===== config.mk =====
export PLATFORM = sky130hd
export DESIGN_NAME = dcol_drain_buf
export DESIGN_NICKNAME = d
export VERILOG_FILES = /design/src/rtl/dcol_pkg.sv /design/src/rtl/dcol_fifo.sv /design/src/rtl/dcol_pixel_array.sv /design/src/rtl/dcol_drain.sv /design/src/rtl/dcol_readout.sv /design/src/rtl/dcol_drain_buf.sv
export SDC_FILE = /design/constraint.sdc
export NUM_CORES = 2
export LEC_CHECK = 0
export ABC_AREA = 1
export BUFFER_PORTS_ARGS = -buffer_cell sky130_fd_sc_hd__buf_2
export CAP_MARGIN = 20
export CORE_AREA = 2 2 578 580
export DETAILED_ROUTE_END_ITERATION = 6
export DIE_AREA = 0 0 580 582
export PLACE_DENSITY = 0.54
export SYNTH_ARGS = -nofsm -noshare
export SYNTH_HDL_FRONTEND = slang
export SYNTH_SLANG_ARGS = --single-unit

===== constraint.sdc =====
create_clock -name clk_i -period 11.6 [get_ports clk_i]
set_clock_uncertainty 0.2 [all_clocks]
set_input_delay 2.9 -clock clk_i [delete_from_list [all_inputs] [get_ports clk_i]]
set_output_delay 2.9 -clock clk_i [all_outputs]
set_load 0.02 [all_outputs]

===== src/rtl/dcol_pkg.sv =====
`timescale 1ns/1ps
package dcol_pkg;
  localparam int N_PIX = 160;
  localparam int PIX_W = $clog2(N_PIX);
  localparam int AMP_W = 8;

  typedef struct packed {
    logic             marker;
    logic [PIX_W-1:0] pix;
    logic [AMP_W-1:0] amp;
  } hit_t;

  localparam int HIT_W = $bits(hit_t);

  typedef enum logic [1:0] {R_IDLE, R_PURGE, R_SEND} rd_state_e;
endpackage


===== src/rtl/dcol_fifo.sv =====
`timescale 1ns/1ps
module dcol_fifo #(
  parameter int W     = 8,
  parameter int DEPTH = 12,
  localparam int PW   = $clog2(DEPTH),
  localparam int CW   = $clog2(DEPTH + 1)
) (
  input  logic          clk_i,
  input  logic          rst_ni,
  input  logic          push_i,
  input  logic [W-1:0]  wdata_i,
  input  logic          pop_i,
  output logic [W-1:0]  head_o,
  output logic [W-1:0]  next_o,
  output logic [CW-1:0] count_o,
  output logic          full_o,
  output logic          empty_o
);
  logic [W-1:0]  mem_q [DEPTH];
  logic [PW-1:0] wr_q, rd_q;
  logic [CW-1:0] cnt_q;
  logic          push_ok, pop_ok;

  function automatic logic [PW-1:0] inc(input logic [PW-1:0] p);
    return (p == PW'(DEPTH - 1)) ? '0 : p + 1'b1;
  endfunction

  assign full_o  = (cnt_q == CW'(DEPTH));
  assign empty_o = (cnt_q == '0);
  assign push_ok = push_i && !full_o;
  assign pop_ok  = pop_i && !empty_o;
  assign head_o  = mem_q[rd_q];
  assign next_o  = mem_q[inc(rd_q)];
  assign count_o = cnt_q;

  always_ff @(posedge clk_i or negedge rst_ni) begin
    if (!rst_ni) begin
      wr_q  <= '0;
      rd_q  <= '0;
      cnt_q <= '0;
    end else begin
      if (push_ok) wr_q <= inc(wr_q);
      if (pop_ok)  rd_q <= inc(rd_q);
      cnt_q <= cnt_q + CW'(push_ok) - CW'(pop_ok);
    end
  end

  always_ff @(posedge clk_i) begin
    if (push_ok) mem_q[wr_q] <= wdata_i;
  end
endmodule


===== src/rtl/dcol_pixel_array.sv =====
`timescale 1ns/1ps
module dcol_pixel_array
  import dcol_pkg::*;
(
  input  logic                   clk_i,
  input  logic                   rst_ni,
  input  logic [N_PIX-1:0]       hit_i,
  input  logic [N_PIX*AMP_W-1:0] amp_i,
  input  logic                   clr_i,
  input  logic [PIX_W-1:0]       idx_i,
  output logic [N_PIX-1:0]       flags_o,
  output logic [AMP_W-1:0]       amp_o
);
  logic [AMP_W-1:0] amp_q [N_PIX];

  for (genvar p = 0; p < N_PIX; p++) begin : g_cell
    logic clr_me;
    assign clr_me = clr_i && (idx_i == PIX_W'(p));

    // a flagged cell is dead to new hits until drained
    always_ff @(posedge clk_i or negedge rst_ni) begin
      if (!rst_ni) begin
        flags_o[p] <= 1'b0;
        amp_q[p]   <= '0;
      end else if (flags_o[p]) begin
        if (clr_me) flags_o[p] <= 1'b0;
      end else if (hit_i[p]) begin
        flags_o[p] <= 1'b1;
        amp_q[p]   <= amp_i[p*AMP_W +: AMP_W];
      end
    end
  end

  assign amp_o = amp_q[idx_i];
endmodule


===== src/rtl/dcol_drain.sv =====
`timescale 1ns/1ps
module dcol_drain
  import dcol_pkg::*;
#(
  parameter int BX_W  = 8,
  parameter int CNT_W = 16
) (
  input  logic             clk_i,
  input  logic             rst_ni,
  input  logic [N_PIX-1:0] flags_i,
  input  logic [AMP_W-1:0] amp_i,
  input  logic [BX_W-1:0]  bx_i,
  input  logic             ts_full_i,
  input  logic             data_full_i,
  output logic             clr_o,
  output logic [PIX_W-1:0] idx_o,
  output logic             ts_push_o,
  output logic [BX_W-1:0]  ts_wdata_o,
  output logic             data_push_o,
  output hit_t             data_wdata_o,
  output logic [CNT_W-1:0] evt_lost_o,
  output logic [CNT_W-1:0] hit_lost_o
);
  logic             busy_q, keep_q;
  logic [N_PIX-1:0] pend_q;
  logic [N_PIX-1:0] mask, oh, rest;
  logic             any, first, store_first, store_more, lose_more;
  logic [PIX_W-1:0] idx;

  assign mask = busy_q ? pend_q : flags_i;
  assign any  = |mask;
  assign oh   = mask & (~mask + 1'b1);
  assign rest = mask & ~oh;

  always_comb begin
    idx = '0;
    for (int i = 0; i < N_PIX; i++) begin
      if (oh[i]) idx = PIX_W'(i);
    end
  end

  assign first       = any && !busy_q;
  assign store_first = first && !ts_full_i && !data_full_i;
  assign store_more  = any && busy_q && keep_q && !data_full_i;
  assign lose_more   = any && busy_q && keep_q && data_full_i;

  assign clr_o        = any;
  assign idx_o        = idx;
  assign ts_push_o    = store_first;
  assign ts_wdata_o   = bx_i;
  assign data_push_o  = store_first || store_more;
  assign data_wdata_o = '{marker: first, pix: idx, amp: amp_i};

  always_ff @(posedge clk_i or negedge rst_ni) begin
    if (!rst_ni) begin
      busy_q     <= 1'b0;
      keep_q     <= 1'b0;
      pend_q     <= '0;
      evt_lost_o <= '0;
      hit_lost_o <= '0;
    end else begin
      if (any) begin
        busy_q <= |rest;
        pend_q <= rest;
      end
      if (first) keep_q <= store_first;
      if (first && !store_first && evt_lost_o != '1) evt_lost_o <= evt_lost_o + 1'b1;
      if (lose_more && hit_lost_o != '1) hit_lost_o <= hit_lost_o + 1'b1;
    end
  end
endmodule


===== src/rtl/dcol_readout.sv =====
`timescale 1ns/1ps
module dcol_readout
  import dcol_pkg::*;
#(
  parameter int BX_W    = 8,
  parameter int LATENCY = 136,
  parameter int DCW     = 6
) (
  input  logic             clk_i,
  input  logic             rst_ni,
  input  logic             trig_i,
  input  logic [BX_W-1:0]  bx_i,
  input  logic [BX_W-1:0]  ts_head_i,
  input  logic             ts_empty_i,
  output logic             ts_pop_o,
  input  hit_t             data_head_i,
  input  hit_t             data_next_i,
  input  logic [DCW-1:0]   data_count_i,
  input  logic             data_empty_i,
  output logic             data_pop_o,
  input  logic             rd_ready_i,
  output logic             rd_valid_o,
  output logic [PIX_W-1:0] rd_pix_o,
  output logic [AMP_W-1:0] rd_amp_o,
  output logic             rd_eoe_o
);
  localparam logic [BX_W-1:0] LAT = BX_W'(LATENCY);

  rd_state_e       state_q, state_d;
  logic            pend_q, pend_d;
  logic [BX_W-1:0] tbx_q, tbx_d;
  logic [BX_W-1:0] age_trig, age_now;
  logic            last;

  assign age_trig = tbx_q - ts_head_i;
  assign age_now  = bx_i - ts_head_i;
  assign last     = (data_count_i <= DCW'(1)) || data_next_i.marker;

  assign rd_pix_o = data_head_i.pix;
  assign rd_amp_o = data_head_i.amp;
  assign rd_eoe_o = last;

  always_comb begin
    state_d    = state_q;
    pend_d     = pend_q;
    tbx_d      = tbx_q;
    ts_pop_o   = 1'b0;
    data_pop_o = 1'b0;
    rd_valid_o = 1'b0;
    unique case (state_q)
      R_IDLE: begin
        if (pend_q) begin
          if (ts_empty_i) begin
            pend_d = 1'b0;
          end else if (age_trig == LAT) begin
            ts_pop_o = 1'b1;
            state_d  = R_SEND;
          end else if (age_trig > LAT) begin
            ts_pop_o = 1'b1;
            state_d  = R_PURGE;
          end else begin
            pend_d = 1'b0;
          end
        end else if (!ts_empty_i && age_now > LAT) begin
          ts_pop_o = 1'b1;
          state_d  = R_PURGE;
        end
      end
      R_PURGE: begin
        if (data_empty_i) begin
          state_d = R_IDLE;
        end else begin
          data_pop_o = 1'b1;
          if (last) state_d = R_IDLE;
        end
      end
      R_SEND: begin
        rd_valid_o = !data_empty_i;
        if (rd_valid_o && rd_ready_i) begin
          data_pop_o = 1'b1;
          if (last) begin
            state_d = R_IDLE;
            pend_d  = 1'b0;
          end
        end
      end
      default: state_d = R_IDLE;
    endcase
    // one trigger in flight; later strobes wait out
    if (trig_i && !pend_q) begin
      pend_d = 1'b1;
      tbx_d  = bx_i;
    end
  end

  always_ff @(posedge clk_i or negedge rst_ni) begin
    if (!rst_ni) begin
      state_q <= R_IDLE;
      pend_q  <= 1'b0;
      tbx_q   <= '0;
    end else begin
      state_q <= state_d;
      pend_q  <= pend_d;
      tbx_q   <= tbx_d;
    end
  end
endmodule


===== src/rtl/dcol_drain_buf.sv =====
`timescale 1ns/1ps
module dcol_drain_buf
  import dcol_pkg::*;
#(
  parameter int BX_W       = 8,
  parameter int LATENCY    = 136,
  parameter int TS_DEPTH   = 12,
  parameter int DATA_DEPTH = 32,
  parameter int CNT_W      = 16
) (
  input  logic                   clk_i,
  input  logic                   rst_ni,
  input  logic [BX_W-1:0]        bx_i,
  input  logic [N_PIX-1:0]       hit_i,
  input  logic [N_PIX*AMP_W-1:0] amp_i,
  input  logic                   trig_i,
  input  logic                   rd_ready_i,
  output logic                   rd_valid_o,
  output logic [PIX_W-1:0]       rd_pix_o,
  output logic [AMP_W-1:0]       rd_amp_o,
  output logic                   rd_eoe_o,
  output logic [CNT_W-1:0]       evt_lost_cnt_o,
  output logic [CNT_W-1:0]       hit_lost_cnt_o
);
  localparam int TCW = $clog2(TS_DEPTH + 1);
  localparam int DCW = $clog2(DATA_DEPTH + 1);

  logic [N_PIX-1:0] flags;
  logic [AMP_W-1:0] sel_amp;
  logic             clr;
  logic [PIX_W-1:0] idx;

  logic            ts_push, ts_pop, ts_full, ts_empty;
  logic [BX_W-1:0] ts_wdata, ts_head, ts_next;
  logic [TCW-1:0]  ts_count;

  logic           data_push, data_pop, data_full, data_empty;
  hit_t           data_wdata, data_head, data_next;
  logic [DCW-1:0] data_count;

  dcol_pixel_array u_pix (
    .clk_i   (clk_i),
    .rst_ni  (rst_ni),
    .hit_i   (hit_i),
    .amp_i   (amp_i),
    .clr_i   (clr),
    .idx_i   (idx),
    .flags_o (flags),
    .amp_o   (sel_amp)
  );

  dcol_drain #(.BX_W(BX_W), .CNT_W(CNT_W)) u_drain (
    .clk_i        (clk_i),
    .rst_ni       (rst_ni),
    .flags_i      (flags),
    .amp_i        (sel_amp),
    .bx_i         (bx_i),
    .ts_full_i    (ts_full),
    .data_full_i  (data_full),
    .clr_o        (clr),
    .idx_o        (idx),
    .ts_push_o    (ts_push),
    .ts_wdata_o   (ts_wdata),
    .data_push_o  (data_push),
    .data_wdata_o (data_wdata),
    .evt_lost_o   (evt_lost_cnt_o),
    .hit_lost_o   (hit_lost_cnt_o)
  );

  dcol_fifo #(.W(BX_W), .DEPTH(TS_DEPTH)) u_ts_fifo (
    .clk_i   (clk_i),
    .rst_ni  (rst_ni),
    .push_i  (ts_push),
    .wdata_i (ts_wdata),
    .pop_i   (ts_pop),
    .head_o  (ts_head),
    .next_o  (ts_next),
    .count_o (ts_count),
    .full_o  (ts_full),
    .empty_o (ts_empty)
  );

  dcol_fifo #(.W(HIT_W), .DEPTH(DATA_DEPTH)) u_data_fifo (
    .clk_i   (clk_i),
    .rst_ni  (rst_ni),
    .push_i  (data_push),
    .wdata_i (data_wdata),
    .pop_i   (data_pop),
    .head_o  (data_head),
    .next_o  (data_next),
    .count_o (data_count),
    .full_o  (data_full),
    .empty_o (data_empty)
  );

  dcol_readout #(.BX_W(BX_W), .LATENCY(LATENCY), .DCW(DCW)) u_rd (
    .clk_i        (clk_i),
    .rst_ni       (rst_ni),
    .trig_i       (trig_i),
    .bx_i         (bx_i),
    .ts_head_i    (ts_head),
    .ts_empty_i   (ts_empty),
    .ts_pop_o     (ts_pop),
    .data_head_i  (data_head),
    .data_next_i  (data_next),
    .data_count_i (data_count),
    .data_empty_i (data_empty),
    .data_pop_o   (data_pop),
    .rd_ready_i   (rd_ready_i),
    .rd_valid_o   (rd_valid_o),
    .rd_pix_o     (rd_pix_o),
    .rd_amp_o     (rd_amp_o),
    .rd_eoe_o     (rd_eoe_o)
  );
endmodule


Word level (Yosys, flattened, before mapping) --
Memories as Yosys holds them, arrays and structs flattened. Index checks and enable logic that the tools add are counted.
Storage, ports and cells: output and inout bits 50, RAM bits 640, bits in read-only memories 0, bits in registers 1673, bits in latches 0, memories 2
Operators by class: $add $sub $neg 13, multiply operators 0, reductions and logical operators 355, multiplexer cells 675, shift operators 0, $lt $le $gt $ge 4, div/mod/pow operators 0, equality and inequality tests 176, bitwise gates (word level) 165
Memories:
- u_data_fifo.mem_q | depth 32, width 17, rd ports 2, clocked after Yosys merged registers in 0, write ports 1, line dcol_fifo.sv:19 | logic [W-1:0] mem_q [DEPTH];
- u_ts_fifo.mem_q | depth 12, width 8, rd ports 1, clocked after Yosys merged registers in 0, write ports 1, line dcol_fifo.sv:19
Operators with widths (number):
- 8-bit 2-to-1 mux | 160
- 8-bit by 7-bit equality test with 1-bit output, second input constant | 64
- 1-bit 2-to-1 mux | 498
- 160-bit AND | 2
- 160-bit NOT | 2
- 2-bit AND reduction | 160
- 160-bit OR reduction | 2
- 8-bit equality test, second input constant | 33
- 8-bit by 6-bit equality test with 1-bit output, second input constant | 32
- 1-bit logical AND | 177
- 160-bit by 1-bit adder with 160-bit output, second input constant | 1
- 160-bit 2-to-1 mux | 1
- 1-bit NOT | 160
- 8-bit by 5-bit equality test with 1-bit output, second input constant | 16
- 8-bit binary-select mux with 8-bit select | 1
- 8-bit by 4-bit equality test with 1-bit output, second input constant | 8
- 16-bit by 1-bit adder with 16-bit output, second input constant | 2
- 8-bit by 3-bit equality test with 1-bit output, second input constant | 4
- 16-bit inequality test, second input constant | 2
- 8-bit by 2-bit equality test with 1-bit output, second input constant | 2
- 8-bit greater-than comparator, second input constant | 2
- 2-bit 2-to-1 mux | 8
- 8-bit subtractor | 2
- 4-bit equality test, second input constant | 3
- 32 further kinds | 46

Logic depth before layout (Yosys ltp) --
depth in word-level cells 167, gate-level depth with buffers 67, gate-level depth less buffers 64

Modules after synthesis --
From an unflattened synthesis, not the netlist that was laid out.
Unflattened totals: cell total of the unflattened synthesis 13773, area total of the unflattened synthesis 119497.1 µm²
Modules (own cells, without submodules):
- dcol_pixel_array | area each 66364.9 µm², cells an instance 6681, times used 1
- dcol_fifo at u_data_fifo | area each 29874.9 µm², cells an instance 3520, times used 1
- dcol_drain | area each 15902.8 µm², cells an instance 2664, times used 1
- dcol_fifo at u_ts_fifo | area each 5729.2 µm², cells an instance 642, times used 1
- dcol_readout | area each 1625.3 µm², cells an instance 266, times used 1

Least setup slack after synthesis --
Ideal clock, no wire load.
path type reg-to-reg, from reg u_drain.busy_q, to mem u_data_fifo.mem_q[0][6] (netlist name) (data pin), cell stages (with the launch flop) 50, period minus slack after synthesis 7052 ps, required time 10951 ps, data arrival time 6403 ps, setup slack 4548 ps, path through dfrtp_1 buf_4 buf_6 buf_4 buf_6 buf_4 buf_2 o21ai_0 inv_1 nor2_1 inv_1 nor3_1 inv_1 nor2_1 inv_1 nor3_1 nand4_1 nor2_1 [14 not listed] inv_1 nor2_1 a2111o_1 nor3_1 nand3_1 inv_1 nand2_1 inv_1 buf_2 buf_1 nand2_1 nand2_1 nor2_1 nor2_1 nor2_1 nand2_1 nand2_1 nand3_1
RTL lines:
- start: declaration | line dcol_drain.sv:24 | logic busy_q, keep_q;
- start signal: assignment | line dcol_drain.sv:63 | busy_q <= |rest;
- end: declaration | line dcol_fifo.sv:19

==> summary.txt <==
Status - finished, final reports clean
Die Span Y - 582 µm
IO buf count - 1501
CP Data Required Time - 12.06 ns
Fin util - 0.406
Worst-margin pin slew - 1.35 ns
Initial antenna violation count - 308
Yosys Warn Count - 0
Psw - 7.37 mW
Drt pass-1 iters - 6
Power, Total - 23.3 mW
Cell Area, Synth - 0.110 mm²
CTS Hold Bufs - 0
Minimum clock period - 11.04 ns
DR vias - 98300
CP dominant cell by count - nor2_1
Ports - 1502
# fillers - 33500
Synth Flop Type - dfrtp_1
Share of layout cells above drive strength 1 - 0.250
Startpoint types - flop
Nets - 15000
Total core area - 0.332 mm²
Die area - 0.338 mm²
Die W - 580 µm
First-pass GRT wire length - 798000 µm
Detailed Place HPWL - 470000 µm
Post-Route WL - 605000 µm
Final setup margin - 0.561 ns
Sw Share - 0.316
Pleak - 65.8 nW
Number of gates resized after CTS - 0
TritonCTS clock tree - done
Setup tns final - 0 ns
Initial DRC count - 10800
Net Count, Synth - 13400
Via density per instance - 5.36
Synthesis-to-finish area growth - 22.9%
CP Capture Type - flop
Clock Power Share - 0.398
Clk_lat worst skew - 0.94 ns
GP Congestion - 0.994
Internal power - 16.0 mW
Post-CTS Setup Inserts - 0
ANT nets after route - 0
Hold WS - 0.281 ns
Initial Util - 0.331
Hold Vio Cnt, Final - 0
CTS H-tree depth - 5
Post-synthesis sequential area ratio - 0.557
Met1 Usage GRT - 0.435
CTS Sinks - 2312
Gr busiest metal - met2
Max VDD drop - 169 µV
GRT Util Overall - 0.347
Pwr dens - 173 mW/mm²
Top delay family on crit path - simple AND/OR/NAND/NOR gates
M2 GR Usage - 0.527
GRT Residual Overflow - 0
Slowest stage cell, crit path - dfrtp_4
Root Buffer - clkbuf_16
Synthesis-stage register bit count - 2312
DP Worst Slack - 0.868 ns
Fraction of registers with async set/reset - 0.723
Distinct cells, synth - 56
Worst Path Max Fanout - 75
Slew Limit Fails - 0
M3 GR Usage - 0.0803
# rows - 212
Per-cell routed wire length - 33.0 µm
Setup Crit Path Kind - reg2reg
Total of max-cap violations - 0
Largest net degree at the start of global routing - 187
Worst min path class - reg2reg
Mean Syn Cell Area - 9.25 µm²
Num CTS Buffers - 282
RSZ-0062 raised after global routing - no
Setup violators final - 0
Worst-case clock buffer depth - 4
Post-synth EDFFs - 640
Combinational power share - 0.201
Clock transition at path regs - 0.06 ns
Sequential group share of total power - 0.401
DRC viols - 0
Max Fclk - 90.6 MHz
Cell count after synthesis - 11900
Final Cycle Share - 0.952
Max incr delay on CP - 0.96 ns
Number of global-route vias before repair - 92800
Max_slew headroom - 0.101
CP Buf/Inv Count - 15
CP Data Arrival Time - 11.50 ns
-- cells in the mapped netlist (all sizes together), types with 5 or more instances --
cell / instances / share of area
edfxtp: 640 / 0.18
a31oi: 27 / 0.0015
nor2: 1509 / 0.052
nand3: 155 / 0.0071
o22a: 10 / 0.00080
nand3b: 5 / 0.00034
or2: 10 / 0.00057
a32oi: 16 / 0.0013
xor2: 33 / 0.0026
o21ai: 1141 / 0.052
buf: 170 / 0.0096
inv: 1262 / 0.043
nand4: 261 / 0.015
xnor2: 15 / 0.0012
nor3: 95 / 0.0044
o221ai: 119 / 0.0095
o22ai: 108 / 0.0062
a21oi: 347 / 0.016
ha: 47 / 0.0054
o2111ai: 15 / 0.0012
a211oi: 5 / 0.00034
clkbuf: 353 / 0.012
and3: 5 / 0.00029
dfrtp: 1672 / 0.38
mux2: 979 / 0.10
nor4: 41 / 0.0023
nand2: 2785 / 0.095
-- state kept, by name, indices dropped and copies added, names as in the netlist --
signal,flops
u_ts_fifo.wr_q,4
u_data_fifo.rd_q,5
u_data_fifo.mem_q,544
u_drain.keep_q,1
u_rd.tbx_q,8
u_pix.flags_o,160
u_data_fifo.count_o,6
u_drain.evt_lost_o,16
u_ts_fifo.mem_q,96
u_drain.pend_q,159
u_rd.pend_q,1
u_data_fifo.wr_q,5
u_rd.state_q,2
u_pix.amp_q,1280
u_ts_fifo.count_o,4
u_drain.busy_q,1
u_drain.hit_lost_o,16
u_ts_fifo.rd_q,4
-- per-stage QoR --
stage / cells / cell area (µm²)
6_report: 18300 / 135000
4_1_cts: 18100 / 134000
3_3_place_gp: 17600 / 125000
2_1_floorplan: 11900 / 110000
3_5_place_dp: 17600 / 125000
5_1_grt: 18300 / 135000
-- power groups by stage --
stage,clock (mW),sequential [mW],combinational (mW)
5_1_grt,9.66,9.40,5.07
6_report,9.29,9.36,4.70
2_1_floorplan,0,9.36,2.57
4_1_cts,9.36,9.34,4.65
3_5_place_dp,0,9.49,4.63
3_3_place_gp,0,9.48,4.59
-- worst paths after layout --
| path | startpoint | endpoint | slack [ns] | depth (start not counted) |
|---|---|---|---|---|
| setup / recovery | u_drain.busy_q | u_data_fifo.mem_q[1][2] | 0.56 | 60 |
| hold / removal | u_drain.pend_q[8] | u_drain.pend_q[8] | 0.28 | 2 |
| setup reg to reg | u_drain.busy_q | u_data_fifo.mem_q[1][2] | 0.56 | 60 |
| hold reg to reg | u_drain.pend_q[8] | u_drain.pend_q[8] | 0.28 | 2 |
| max in group asynchronous | rst_ni | u_pix.amp_q[1082] | 7.19 | 3 |
| min in group asynchronous | rst_ni | u_drain.hit_lost_o[15] | 1.72 | 1 |
-- tightest hold or removal path, cell delays in order (launching register included) --
cell and delay, ns:
dfrtp_1 0.35, nand2_1 0.06, nand2_1 0.05
-- placed cells by master, fill, tap and decap left out, drive strengths merged, types with 10 or more instances in the layout --
| master | count |
|---|---|
| a21oi | 347 |
| a31oi | 27 |
| a32oi | 16 |
| buf | 1904 |
| bufinv | 24 |
| clkbuf | 396 |
| clkinv | 79 |
| dfrtp | 1672 |
| diode | 205 |
| edfxtp | 640 |
| ha | 47 |
| inv | 1272 |
| mux2 | 979 |
| nand2 | 2785 |
| nand3 | 155 |
| nand4 | 261 |
| nor2 | 1509 |
| nor3 | 95 |
| nor4 | 41 |
| o2111ai | 15 |
| o21ai | 1141 |
| o221ai | 119 |
| o22a | 10 |
| o22ai | 108 |
| or2 | 10 |
| xnor2 | 15 |
| xor2 | 33 |
-- area by class of cell --
class,instances,area [µm²],share of cell area
Antenna cell,205,513,0.00380
Clock buffer,396,8170,0.0606
Clock inverter,116,1310,0.00970
Inverter,1264,4790,0.0355
Multi-Input combinational cell,7765,41900,0.311
Sequential cell,2312,61100,0.453
Tap cell,4387,5490,0.0407
Timing Repair Buffer,1904,11600,0.0858
-- logic make-up after synthesis --
logic type / share of synthesized area
buffers and inverters: 0.0649
adder cells (fa/ha/maj): 0.00591
AND/OR/NAND/NOR: 0.178
multiplexers: 0.100
XOR/XNOR: 0.00383
flip-flops: 0.557
AO/OA/AOI/OAI: 0.0903
-- per-layer routing --
| layer | wire length [µm] | share of wire | up-vias |
|---|---|---|---|
| met2 | 267000 | 0.44 | 4937 |
| li1 | - | - | 42900 |
| met3 | 53000 | 0.088 | 1338 |
| met1 | 235000 | 0.39 | 49100 |
| met5 | 947 | 0.0016 | - |
| met4 | 49200 | 0.081 | 142 |
(Power assumes the default switching activity.)
